$ cat src/rtl/xrs_pkg.sv
package xrs_pkg;

  localparam int RATE_W = 2;
  localparam int SEL_W  = 2;

  typedef enum logic [2:0] {
    ST_INIT,
    ST_INIT_WAIT,
    ST_IDLE,
    ST_RATE,
    ST_ANA,
    ST_SKIP
  } seq_state_e;

  localparam logic [SEL_W-1:0] TGT_RATE   = 2'd1;
  localparam logic [SEL_W-1:0] TGT_ANALOG = 2'd2;
  localparam logic [SEL_W-1:0] TGT_ALL    = 2'd3;

  // Only codes below three name a real rate.
  function automatic logic rate_is_legal(input logic [RATE_W-1:0] code);
    return code < RATE_W'(3);
  endfunction

  // Divide selector equals the rate code for the legal range.
  function automatic logic [RATE_W-1:0] rate_to_div(input logic [RATE_W-1:0] code);
    return code;
  endfunction

endpackage

$ cat src/rtl/xrs_arb.sv
module xrs_arb (
  input  logic idle,
  input  logic rate_req,
  input  logic ana_req,
  output logic grant_rate,
  output logic grant_ana
);
  // Fixed priority: rate wins, analog waits.
  always_comb begin
    grant_rate = idle & rate_req;
    grant_ana  = idle & ana_req & ~rate_req;
  end
endmodule

$ cat src/rtl/xrs_chan.sv
module xrs_chan (
  input  logic clk,
  input  logic rst_n,
  input  logic grant,
  input  logic finish,
  output logic ack,
  output logic busy
);
  always_ff @(posedge clk) begin
    if (!rst_n) begin
      ack  <= 1'b0;
      busy <= 1'b0;
    end else begin
      ack <= grant;
      if (grant)
        busy <= 1'b1;
      else if (finish)
        busy <= 1'b0;
    end
  end
endmodule

$ cat src/rtl/xrs_mgmt.sv
module xrs_mgmt
  import xrs_pkg::*;
#(
  parameter int SWING_W = 2,
  parameter int EMPH_W  = 2,
  parameter logic [RATE_W-1:0]  DEF_DIV   = '0,
  parameter logic [SWING_W-1:0] DEF_SWING = '0,
  parameter logic [EMPH_W-1:0]  DEF_EMPH  = '0
) (
  input  logic               clk,
  input  logic               rst_n,
  input  logic               ld_init,
  input  logic               ld_rate,
  input  logic               ld_ana,
  input  logic [RATE_W-1:0]  rate_code,
  input  logic [SWING_W-1:0] swing_in,
  input  logic [EMPH_W-1:0]  emph_in,
  output logic               wr,
  output logic [SEL_W-1:0]   sel,
  output logic [RATE_W-1:0]  div,
  output logic [SWING_W-1:0] swing,
  output logic [EMPH_W-1:0]  emph
);
  always_ff @(posedge clk) begin
    if (!rst_n) begin
      wr    <= 1'b0;
      sel   <= '0;
      div   <= DEF_DIV;
      swing <= DEF_SWING;
      emph  <= DEF_EMPH;
    end else begin
      wr <= ld_init | ld_rate | ld_ana;
      if (ld_init) begin
        sel   <= TGT_ALL;
        div   <= DEF_DIV;
        swing <= DEF_SWING;
        emph  <= DEF_EMPH;
      end else if (ld_rate) begin
        sel <= TGT_RATE;
        div <= rate_to_div(rate_code);
      end else if (ld_ana) begin
        sel   <= TGT_ANALOG;
        swing <= swing_in;
        emph  <= emph_in;
      end
    end
  end
endmodule

$ cat src/rtl/xrs_reconf_seq.sv
module xrs_reconf_seq
  import xrs_pkg::*;
#(
  parameter int SWING_W = 2,
  parameter int EMPH_W  = 2,
  parameter logic [RATE_W-1:0]  DEF_DIV   = 2'd0,
  parameter logic [SWING_W-1:0] DEF_SWING = 2'd1,
  parameter logic [EMPH_W-1:0]  DEF_EMPH  = 2'd0
) (
  input  logic               clk,
  input  logic               rst_n,
  input  logic               rate_req,
  input  logic [1:0]         rate_code,
  output logic               rate_ack,
  output logic               rate_busy,
  input  logic               ana_req,
  input  logic [SWING_W-1:0] ana_swing,
  input  logic [EMPH_W-1:0]  ana_emph,
  output logic               ana_ack,
  output logic               ana_busy,
  output logic               mgmt_wr,
  output logic [1:0]         mgmt_sel,
  output logic [1:0]         mgmt_div,
  output logic [SWING_W-1:0] mgmt_swing,
  output logic [EMPH_W-1:0]  mgmt_emph,
  input  logic               mgmt_done
);
  localparam int NCH = 2;
  localparam int CH_RATE = 0;
  localparam int CH_ANA  = 1;

  seq_state_e state, state_nxt;

  // Named internal events, visible to the checker.
  logic seq_idle, seq_ready, init_issue, init_done_evt;
  logic grant_rate, grant_ana, rate_legal, svc_skip, svc_rate_ld;
  logic [NCH-1:0] grant_v, finish_v, ack_v, busy_v;

  always_comb begin
    seq_idle      = (state == ST_IDLE);
    seq_ready     = (state != ST_INIT) && (state != ST_INIT_WAIT);
    init_issue    = (state == ST_INIT);
    init_done_evt = (state == ST_INIT_WAIT) && mgmt_done;
    rate_legal    = rate_is_legal(rate_code);
    svc_skip      = grant_rate & ~rate_legal;
    svc_rate_ld   = grant_rate & rate_legal;
  end

  xrs_arb u_arb (
    .idle       (seq_idle),
    .rate_req   (rate_req),
    .ana_req    (ana_req),
    .grant_rate (grant_rate),
    .grant_ana  (grant_ana)
  );

  always_comb begin
    grant_v[CH_RATE]  = grant_rate;
    grant_v[CH_ANA]   = grant_ana;
    finish_v[CH_RATE] = ((state == ST_RATE) && mgmt_done) || (state == ST_SKIP);
    finish_v[CH_ANA]  = (state == ST_ANA) && mgmt_done;
  end

  for (genvar g = 0; g < NCH; g++) begin : g_chan
    xrs_chan u_chan (
      .clk    (clk),
      .rst_n  (rst_n),
      .grant  (grant_v[g]),
      .finish (finish_v[g]),
      .ack    (ack_v[g]),
      .busy   (busy_v[g])
    );
  end

  assign rate_ack  = ack_v[CH_RATE];
  assign rate_busy = busy_v[CH_RATE];
  assign ana_ack   = ack_v[CH_ANA];
  assign ana_busy  = busy_v[CH_ANA];

  always_comb begin
    state_nxt = state;
    unique case (state)
      ST_INIT:      state_nxt = ST_INIT_WAIT;
      ST_INIT_WAIT: if (init_done_evt) state_nxt = ST_IDLE;
      ST_IDLE: begin
        if (svc_rate_ld)   state_nxt = ST_RATE;
        else if (svc_skip) state_nxt = ST_SKIP;
        else if (grant_ana) state_nxt = ST_ANA;
      end
      ST_RATE:  if (mgmt_done) state_nxt = ST_IDLE;
      ST_ANA:   if (mgmt_done) state_nxt = ST_IDLE;
      ST_SKIP:  state_nxt = ST_IDLE;
      default:  state_nxt = ST_INIT;
    endcase
  end

  always_ff @(posedge clk) begin
    if (!rst_n) state <= ST_INIT;
    else        state <= state_nxt;
  end

  xrs_mgmt #(
    .SWING_W   (SWING_W),
    .EMPH_W    (EMPH_W),
    .DEF_DIV   (DEF_DIV),
    .DEF_SWING (DEF_SWING),
    .DEF_EMPH  (DEF_EMPH)
  ) u_mgmt (
    .clk       (clk),
    .rst_n     (rst_n),
    .ld_init   (init_issue),
    .ld_rate   (svc_rate_ld),
    .ld_ana    (grant_ana),
    .rate_code (rate_code),
    .swing_in  (ana_swing),
    .emph_in   (ana_emph),
    .wr        (mgmt_wr),
    .sel       (mgmt_sel),
    .div       (mgmt_div),
    .swing     (mgmt_swing),
    .emph      (mgmt_emph)
  );
endmodule

$ cat config.mk
export PLATFORM = sky130hd
export DESIGN_NAME = xrs_reconf_seq
export DESIGN_NICKNAME = d
export VERILOG_FILES = /design/src/rtl/xrs_pkg.sv /design/src/rtl/xrs_arb.sv /design/src/rtl/xrs_chan.sv /design/src/rtl/xrs_mgmt.sv /design/src/rtl/xrs_reconf_seq.sv
export SDC_FILE = /design/constraint.sdc
export NUM_CORES = 1
export LEC_CHECK = 0
export ABC_AREA = 1
export BUFFER_PORTS_ARGS = -buffer_cell sky130_fd_sc_hd__buf_2
export CORE_MARGIN = 1.5
export CORE_UTILIZATION = 47
export CTS_BUF_LIST = sky130_fd_sc_hd__clkbuf_4 sky130_fd_sc_hd__clkbuf_8 sky130_fd_sc_hd__clkbuf_16
export DETAILED_ROUTE_END_ITERATION = 6
export HOLD_SLACK_MARGIN = 0.12
export PLACE_DENSITY = 0.81
export SYNTH_ARGS = -nofsm -noshare
export SYNTH_HDL_FRONTEND = slang
export SYNTH_SLANG_ARGS = --single-unit
$ cat constraint.sdc
create_clock -name clk -period 1.5 [get_ports clk]
set_input_delay 0.3 -clock clk [delete_from_list [all_inputs] [get_ports clk]]
set_output_delay 0.3 -clock clk [all_outputs]
set_load 0.01 [all_outputs]
==> results.py <==
metrics = {
    "timing": {
        "timing.final.crit_share": 0.7796,
        "drv_slew": 0,
        "clock_skew_ns": 0.002074,
        "maxSlewHeadroom": 0.8062,
        "tightest_slew_ns": 0.2903,
        "post-route-min-period_ns": 1.169,
        "hold_slack_ns": 0.2089,
        "setup_viol": 0,
        "setup_tns_ns": 0,
        "hold_violations": 0,
        "fmax_mhz": 855.2,
        "rsz0062_at_grt": "false",
    },
    "power": {
        "p_total_w": 0.001533,
        "p_leak_nw": 0.4803,
        "ir_drop_mv": 1.109,
        "power.density_mw_per_mm2": 1775,
    },
    "clocking": {
        "postCtsHoldBufs": 0,
        "htreeDepth": 1,
        "ctsLongestPathBuffers": 2,
        "cts_inserted_buffers": 3,
        "post_cts_resized": 0,
        "post_cts_buffers": 0,
        "cts_tree": "done",
        "clk_pin_slew_ns": 0.09,
        "root_buffer": "clkbuf_4",
        "cts.sinks": 16,
        "insertion_delay_ns": 0.29,
    },
    "logic_synthesis": {
        "yosysWarnings": 0,
        "synth_area_per_cell_um2": 7.111,
        "synth_area_um2": 696.9,
        "yosysSeqAreaShare": 0.4596,
        "synth_fp_nets": 109,
        "synth_cells": 98,
        "synth-seq-cells": 16,
        "netlist-cell-type-count": 19,
    },
    "routing": {
        "ant_nets": 0,
        "viasPerCell": 4.914,
        "post-route-drc-count": 0,
        "wirelength_mm": 1.436,
        "routed-via-count": 683,
        "drtIter0Drc": 9,
        "wl_per_cell_um": 10.33,
        "drtPass1Iterations": 4,
    },
    "grt": {
        "use_met2": 0.2813,
        "antenna_found_initial": 0,
        "met1_usage": 0.2066,
        "grt_util_all_layers": 0.1749,
        "grt_max_degree": 10,
        "top_usage_layer": "met2",
        "grt_util_met3": 0.04783,
        "grt_pass1_vias": 588,
        "grt_pass1_wl_mm": 2.325,
        "overflow": 0,
    },
    "finish": {
        "nets": 136,
        "finalInstanceArea_um2": 863.3,
        "mostFrequentLayoutCells": "nand2_1, buf_2, dfxtp_1, nor2_1, inv_1",
        "multi_input_area_um2": 316.6,
        "final_core_util": 0.6473,
        "syn2layout_area_growth_pct": 23.88,
        "fillCellCount": 124,
        "layout.area.seq_um2": 320.3,
        "antennaDiodeCount": 0,
        "layout-drive-gt1-share": 0.2984,
        "mostFrequentLayoutCell": "nand2_1",
    },
    "worst_setup_path": {
        "cp_max_fo": 7,
        "rrSetupSlack_ns": 0.33,
        "ff2ff_path_depth": 4,
        "rr_endpoint": "u_mgmt.emph[0]$_SDFFE_PP0P_",
        "end_kind": "flip-flop",
        "critPathLaunchType": "flip-flop",
        "arrival_ns": 1.36,
        "crit_type": "flip-flop to flip-flop",
        "cp.required_ns": 1.69,
        "rr_startpoint": "state[0]$_SDFFE_PN0P_",
    },
    "floorplan": {
        "die_area_mm2": 0.001723,
        "row_count": 13,
        "fp.dieH_um": 41.51,
        "start_util": 0.5225,
        "die_x_um": 41.51,
        "ios": 24,
        "core_area_mm2": 0.001334,
    },
    "status": {
        "status": "finished, final reports clean",
    },
    "worst_hold_path": {
        "hold_start": "ana_swing[0]",
        "worstHoldPathCells": 3,
        "hp-class": "input port to flip-flop",
        "min_to": "u_mgmt.swing[0]$_SDFFE_PP1P_",
    },
    "placement": {
        "portBuffers": 23,
        "dp_hpwl_mm": 1.090,
        "placed_area_um2": 827.0,
        "routabilityCongestion": 0.8409,
    },
    "flow_run": {
        "drv_cap": 0,
    },
}
[layer usage]
metal	vias to the layer above	share of wire
met1	297	0.45
met2	21	0.47
met4	0	0.024
met3	5	0.053
met5	-	0
li1	360	-
[worst max-delay path by stage]
stage,from,endpoint,slack (ns)
floorplan,state[0]$_SDFFE_PN0P_,state[1]$_SDFFE_PN0P_,0.47
global placement,rate_req,u_mgmt.emph[1]$_SDFFE_PP0P_,0.37
finish,state[0]$_SDFFE_PN0P_,u_mgmt.emph[0]$_SDFFE_PP0P_,0.33
global route,state[0]$_SDFFE_PN0P_,u_mgmt.emph[1]$_SDFFE_PP0P_,0.20
detailed placement,rate_req,u_mgmt.emph[0]$_SDFFE_PP0P_,0.32
CTS,state[0]$_SDFFE_PN0P_,u_mgmt.emph[0]$_SDFFE_PP0P_,0.34
[final cells by class]
cell class                 count  area share
sequential                    16      0.3710
multi-input combinational     66      0.3667
timing repair buffer          23      0.1333
inverter                      15     0.06522
clock buffer                   4     0.04203
tap                           15     0.02174
[state kept, by name, summed over array words and instances (netlist names)]
register / flops
state: 3
g_chan.u_chan.ack: 2
g_chan.u_chan.busy: 2
u_mgmt.div: 2
u_mgmt.emph: 2
u_mgmt.sel: 2
u_mgmt.swing: 2
u_mgmt.wr: 1
[synthesized netlist by cell type]
library cell | number | share of area
inv_2 | 4 | 0.022
a21oi_1 | 5 | 0.036
o21ai_1 | 1 | 0.0072
o211ai_1 | 1 | 0.011
nor2_4 | 2 | 0.032
o21bai_1 | 1 | 0.011
o21ai_0 | 4 | 0.029
nand4_1 | 1 | 0.0090
nor2_1 | 13 | 0.070
nand3_1 | 5 | 0.036
nand2_4 | 1 | 0.016
nand2_2 | 2 | 0.018
nand4_2 | 1 | 0.018
dfxtp_1 | 16 | 0.46
nand2_1 | 27 | 0.15
clkbuf_1 | 1 | 0.0054
a31oi_1 | 1 | 0.0090
nor3_1 | 1 | 0.0072
inv_1 | 11 | 0.059
[power breakdown]
part / leakage, nW / internal [W] / switching (W)
Combinational: 0.328 / 0.000237 / 0.000383
Sequential: 0.131 / 0.000526 / 0.000101
Clock: 0.0210 / 0.000148 / 0.000137
Total: 0.480 / 0.000911 / 0.000621
[cells by family (layout without fill, tap and decap cells)]
kind of cell,count (synthesis),in the layout,synth area share
AO/OA/AOI/OAI,13,13,0.1023
buffers and inverters,16,42,0.08617
flip-flops,16,16,0.4596
AND/OR/NAND/NOR,53,53,0.3519
[stage by stage]
stage	worst slack (ns)	cells
3_3_place_gp	0.3716	135
4_1_cts	0.3363	139
3_5_place_dp	0.3198	135
6_report	0.3306	139
2_1_floorplan	0.4713	98
5_1_grt	0.2012	139
[critical path: stages, from the launching register on]
cell and delay, ns:
dfxtp_1 0.38, nor2_4 0.21, nand4_2 0.19, o21ai_0 0.22
nor2_1 0.06
(Power assumes the default switching activity.)
